File: config.mk
export PLATFORM = sky130hd
export DESIGN_NAME = pwrseq_strap_top
export DESIGN_NICKNAME = d
export VERILOG_FILES = /design/src/rtl/pwrseq_pkg.sv /design/src/rtl/pwrseq_fsm.sv /design/src/rtl/pwrseq_delay_cnt.sv /design/src/rtl/pwrseq_strap_latch.sv /design/src/rtl/pwrseq_mode_dec.sv /design/src/rtl/pwrseq_strap_top.sv
export SDC_FILE = /design/constraint.sdc
export NUM_CORES = 1
export LEC_CHECK = 0
export ABC_CLOCK_PERIOD_IN_PS = 2800
export BUFFER_PORTS_ARGS = -buffer_cell sky130_fd_sc_hd__buf_4
export CAP_MARGIN = 20
export CORE_MARGIN = 1.5
export CORE_UTILIZATION = 47
export DETAILED_ROUTE_END_ITERATION = 6
export PLACE_DENSITY_LB_ADDON = 0.12
export SLEW_MARGIN = 30
export SYNTH_ARGS = -nofsm -noshare
export SYNTH_HDL_FRONTEND = slang
export SYNTH_SLANG_ARGS = --single-unit
File: constraint.sdc
create_clock -name clk -period 2.8 [get_ports clk]
set_clock_uncertainty 0.1 [all_clocks]
set_input_delay 0.56 -clock clk [delete_from_list [all_inputs] [get_ports clk]]
set_output_delay 0.56 -clock clk [all_outputs]
set_load 0.01 [all_outputs]
File: src/rtl/pwrseq_pkg.sv
package pwrseq_pkg;

    typedef enum logic [1:0] {
        ST_OFF  = 2'd0,
        ST_WAIT = 2'd1,
        ST_LOCK = 2'd2,
        ST_RUN  = 2'd3
    } seq_state_e;

    typedef enum logic [1:0] {
        MD_INTERNAL = 2'd0,
        MD_BUFFERED = 2'd1,
        MD_HIZ      = 2'd2,
        MD_TEST     = 2'd3
    } clk_mode_e;

    typedef struct packed {
        logic [1:0] s2;
        logic [1:0] fs;
        logic       mult;
    } strap_t;

    localparam logic [1:0] S2_LOW = 2'b00;
    localparam logic [1:0] S2_MID = 2'b01;

    localparam logic [9:0] TEST_DIVS = {2'd1, 2'd0, 2'd3, 2'd2, 2'd1};

    function automatic clk_mode_e mode_of(input strap_t s);
        if (s.s2 == S2_LOW)      return MD_INTERNAL;
        else if (s.s2 == S2_MID) return (s.fs == 2'b01) ? MD_TEST : MD_HIZ;
        else                     return MD_BUFFERED;
    endfunction

    function automatic logic [7:0] mhz_of(input logic [1:0] fs);
        case (fs)
            2'b00:   return 8'd66;
            2'b01:   return 8'd100;
            2'b10:   return 8'd200;
            default: return 8'd133;
        endcase
    endfunction

endpackage

File: src/rtl/pwrseq_fsm.sv
module pwrseq_fsm
    import pwrseq_pkg::*;
(
    input  logic clk,
    input  logic rst,
    input  logic supply_good,
    input  logic strap_valid_n,
    input  logic dly_done,
    output logic capture,
    output logic cnt_en,
    output logic pll_en,
    output logic out_en
);
    seq_state_e state_q, state_d;

    always_comb begin
        state_d = state_q;
        case (state_q)
            ST_OFF:  if (supply_good) state_d = ST_WAIT;
            ST_WAIT: if (!supply_good) state_d = ST_OFF;
                     else if (!strap_valid_n) state_d = ST_LOCK;
            ST_LOCK: if (!supply_good) state_d = ST_OFF;
                     else if (dly_done) state_d = ST_RUN;
            ST_RUN:  if (!supply_good) state_d = ST_OFF;
            default: state_d = ST_OFF;
        endcase
    end

    always_ff @(posedge clk) begin
        if (rst) state_q <= ST_OFF;
        else     state_q <= state_d;
    end

    assign capture = (state_q == ST_WAIT) && supply_good && !strap_valid_n;
    assign cnt_en  = (state_q == ST_LOCK);
    assign pll_en  = (state_q == ST_LOCK) || (state_q == ST_RUN);
    assign out_en  = (state_q == ST_RUN);
endmodule

File: src/rtl/pwrseq_delay_cnt.sv
module pwrseq_delay_cnt #(
    parameter int DLY = 16
) (
    input  logic clk,
    input  logic rst,
    input  logic en,
    output logic done
);
    localparam int CW = (DLY > 1) ? $clog2(DLY) : 1;
    localparam logic [CW-1:0] LAST = CW'(DLY - 1);

    logic [CW-1:0] cnt_q;

    always_ff @(posedge clk) begin
        if (rst || !en) cnt_q <= '0;
        else            cnt_q <= cnt_q + 1'b1;
    end

    assign done = en && (cnt_q == LAST);
endmodule

File: src/rtl/pwrseq_strap_latch.sv
module pwrseq_strap_latch
    import pwrseq_pkg::*;
(
    input  logic   clk,
    input  logic   rst,
    input  logic   load,
    input  strap_t straps_in,
    output strap_t straps_q
);
    always_ff @(posedge clk) begin
        if (rst)       straps_q <= '0;
        else if (load) straps_q <= straps_in;
    end
endmodule

File: src/rtl/pwrseq_mode_dec.sv
module pwrseq_mode_dec
    import pwrseq_pkg::*;
(
    input  strap_t      straps,
    output clk_mode_e   mode,
    output logic [7:0]  mhz,
    output logic [9:0]  tdiv
);
    always_comb begin
        mode = mode_of(straps);
        mhz  = '0;
        tdiv = '0;
        case (mode)
            MD_INTERNAL, MD_BUFFERED: mhz  = mhz_of(straps.fs);
            MD_TEST:                  tdiv = TEST_DIVS;
            default: ;
        endcase
    end
endmodule

File: src/rtl/pwrseq_strap_top.sv
module pwrseq_strap_top
    import pwrseq_pkg::*;
#(
    parameter int DLY = 16
) (
    input  logic       clk,
    input  logic       rst,
    input  logic       supply_good,
    input  logic       strap_valid_n,
    input  logic [1:0] sel_s2,
    input  logic [1:0] sel_fs,
    input  logic       mult_sel,
    output logic       pll_en,
    output logic       out_en,
    output logic [1:0] clk_mode,
    output logic [7:0] cpu_mhz,
    output logic [9:0] tdiv_log2,
    output logic       mult_lat
);
    logic      capture, cnt_en, dly_done;
    strap_t    straps_in, straps_q;
    clk_mode_e mode;

    assign straps_in = '{s2: sel_s2, fs: sel_fs, mult: mult_sel};

    pwrseq_fsm u_fsm (
        .clk           (clk),
        .rst           (rst),
        .supply_good   (supply_good),
        .strap_valid_n (strap_valid_n),
        .dly_done      (dly_done),
        .capture       (capture),
        .cnt_en        (cnt_en),
        .pll_en        (pll_en),
        .out_en        (out_en)
    );

    pwrseq_delay_cnt #(.DLY(DLY)) u_cnt (
        .clk  (clk),
        .rst  (rst),
        .en   (cnt_en),
        .done (dly_done)
    );

    pwrseq_strap_latch u_latch (
        .clk       (clk),
        .rst       (rst),
        .load      (capture),
        .straps_in (straps_in),
        .straps_q  (straps_q)
    );

    pwrseq_mode_dec u_dec (
        .straps (straps_q),
        .mode   (mode),
        .mhz    (cpu_mhz),
        .tdiv   (tdiv_log2)
    );

    assign clk_mode = mode;
    assign mult_lat = straps_q.mult;
endmodule

==> impl_results.md <==
- Status: finished, final reports clean
- Root Buffer: clkbuf_4
- TritonCTS clock tree: done
- Hold buffers post-CTS: 0
- Max_cap viols: 0
- Diodes inserted: 0
- Setup violators final: 0
- Slew Limit Fails: 0
- Worst-path clk slew: ~0.070 ns
- Initial cell density of the core: approximately 50%
- Worst EP required: 2.14 ns
- Clk_lat worst skew: roughly 0.26 ns
- Synthesized instance count: 73
- Synth area leaders: dfxtp_1 34%, nand2b_1 14%, buf_4 12%, mux2i_1 7.8%, nor2_1 2.9%
- Crit end category: output port
- Pre-antenna DRT Iters: 4
- Total GRT Usage: ~16%
- CTS buffer count: 3
- Top Ports: 32
- Post-Syn Area per Cell: about 8.8 µm²
- Post-CTS setup buffers: 0
- Via/cell ratio: 4.62
- Unrepaired setup endpoints after global routing: no
- Layout cells sized above 1: 31.9%
- Hold Vio Cnt, Final: 0
- Final period util: between 60% and 70%
- Primary FF master, synth: dfxtp_1
- Seq/Total Area, Yosys: 34.2%
- Pin count of the biggest net entering global routing: 15
- I/O Buffers: 25
- Startpoint types: register
- Syn. warnings: 0
- Routed WL per cell: approximately 10 µm
- Starting DRT DRC Count: 7
- FMAX: about 520 MHz
- Most frequent cells in the layout: 25 x buf_4, 14 x nand2b_1, 11 x dfxtp_1, 6 x conb_1
- PwrDens: between 300 and 400 mW/mm²
- Lkg Pwr: 0.000361 µW
- Sink Count: 11
- Yosys top cell area share: 34.2%
- Peak supply drop: just under 300 µV
- Grt total ovfl: 0
- Setup TNS Final: 0 ns
- Cell taking the most area after synthesis: dfxtp_1
- Die span in y: 40.0 µm
- Crit path kind: reg -> out
- Most common cell after layout, fill and taps aside: buf_4
- H-tree Lvls: 1
- Synthesized area: 644 µm²
- Arr. time, crit path: around 1.3 ns
- Die area: 0.00160 mm²
- Critical-path maximum fanout: 7
- Post-CTS sizing: 0
- Drt drc: 0
- ANT nets after route: 0
- Yosys reg bits: 11
- Total routed wirelength: about 1.1 mm
- P&R area growth vs syn: 24.5%
- Post-DP HPWL: ~800 µm
- Maximum clock insertion buffer count: 2
- First-pass GRT wire length: approximately 1.6 mm
- Row count: 13
- Tmin final: 1.92 ns
- Netlist cell types: 26
- Hold crit path type: reg -> reg
- Final Net Count: 105
- Initial antenna violation count: 0
- Die width: roughly 40 µm
- Gp weighted congestion: roughly 0.67
- Core ar.: 0.00128 mm²
- DR vias: approximately 500
- Vias in the first global route: 406
- Asr flop ratio synth: 0%
- Post-synth EDFFs: 0
- Final core occ: between 60% and 70%
## layout make-up
type,count,area (µm²)
fillers,123,483
multi-input cells,50,334
flip-flops and latches,11,220
repair buffers,25,188
clock buffers,4,26.3
well taps,15,18.8
inverters,4,15.0
## routing by layer
layer	part of all wire, %	track usage (%)	vias up
met5	0	0	-
met4	1.0	12.9	0
met3	9.1	3.33	2
met2	43	23.4	23
met1	47	20.3	212
li1	-	-	267
## flip-flops by register name, indices dropped and copies added (netlist names)
signal	count
u_fsm.state_q	2
u_cnt.cnt_q	4
u_latch.straps_q	5
## critical path: stages (launching register included)
cell,delay [ns]
dfxtp_1,0.44
nand2b_1,0.12
nor2_1,0.25
buf_4,0.18
## metrics by stage
| stage | instances | power [µW] | hold slack [ns] | worst slack (ns) | area [µm²] |
|---|---|---|---|---|---|
| after floorplan | 78 | 192 | 0.318 | 1.16 | 663 |
| after global placement | 105 | 202 | 0.332 | 1.18 | 776 |
| after detailed placement | 105 | 202 | 0.337 | 1.13 | 776 |
| after CTS | 109 | 310 | 0.347 | 0.833 | 802 |
| after global routing | 109 | 319 | 0.372 | 0.743 | 802 |
| final | 109 | 305 | 0.347 | 0.878 | 802 |
## synth_stat cells, types with 2 or more instances
cell      number
nand2b_1      14
dfxtp_1       11
buf_4         10
mux2i_1        5
nor2_1         5
inv_1          4
a21oi_1        2
and2_1         2
clkbuf_1       2
nor3b_1        2
## report_power, final
group	leakage (µW)	internal (µW)	switching (µW)	total (µW)
sequential	0.0000891	159	3.86	163
clock	0.0000150	55.1	51.2	106
combinational	0.000257	19.7	15.8	35.4
total	0.000361	234	70.8	305
## logic make-up (layout without fill, tap and decap cells)
| family | count (synthesis) | after routing | share of synthesized area, % |
|---|---|---|---|
| other cells | 1 | 6 | 0.582 |
| compound gates | 5 | 5 | 4.86 |
| flops | 11 | 11 | 34.2 |
| simple gates | 31 | 31 | 30.7 |
| mux | 6 | 6 | 9.51 |
| buf+inv | 17 | 33 | 16.9 |
| xor+xnor | 1 | 1 | 1.36 |
| fa+ha+maj | 1 | 1 | 1.94 |
## path summary, 6_finish.rpt
| kind | startpoint | end | slack, ns | depth (start not counted) |
|---|---|---|---|---|
| max | u_latch.straps_q[1] | tdiv_log2[3] | 0.88 | 3 |
| min reg2reg | u_cnt.cnt_q[0] | u_cnt.cnt_q[0] | 0.35 | 1 |
| max reg2reg | u_fsm.state_q[0] | u_latch.straps_q[0] | 1.55 | 2 |
| min | u_cnt.cnt_q[0] | u_cnt.cnt_q[0] | 0.35 | 1 |
(Power assumes the default switching activity.)
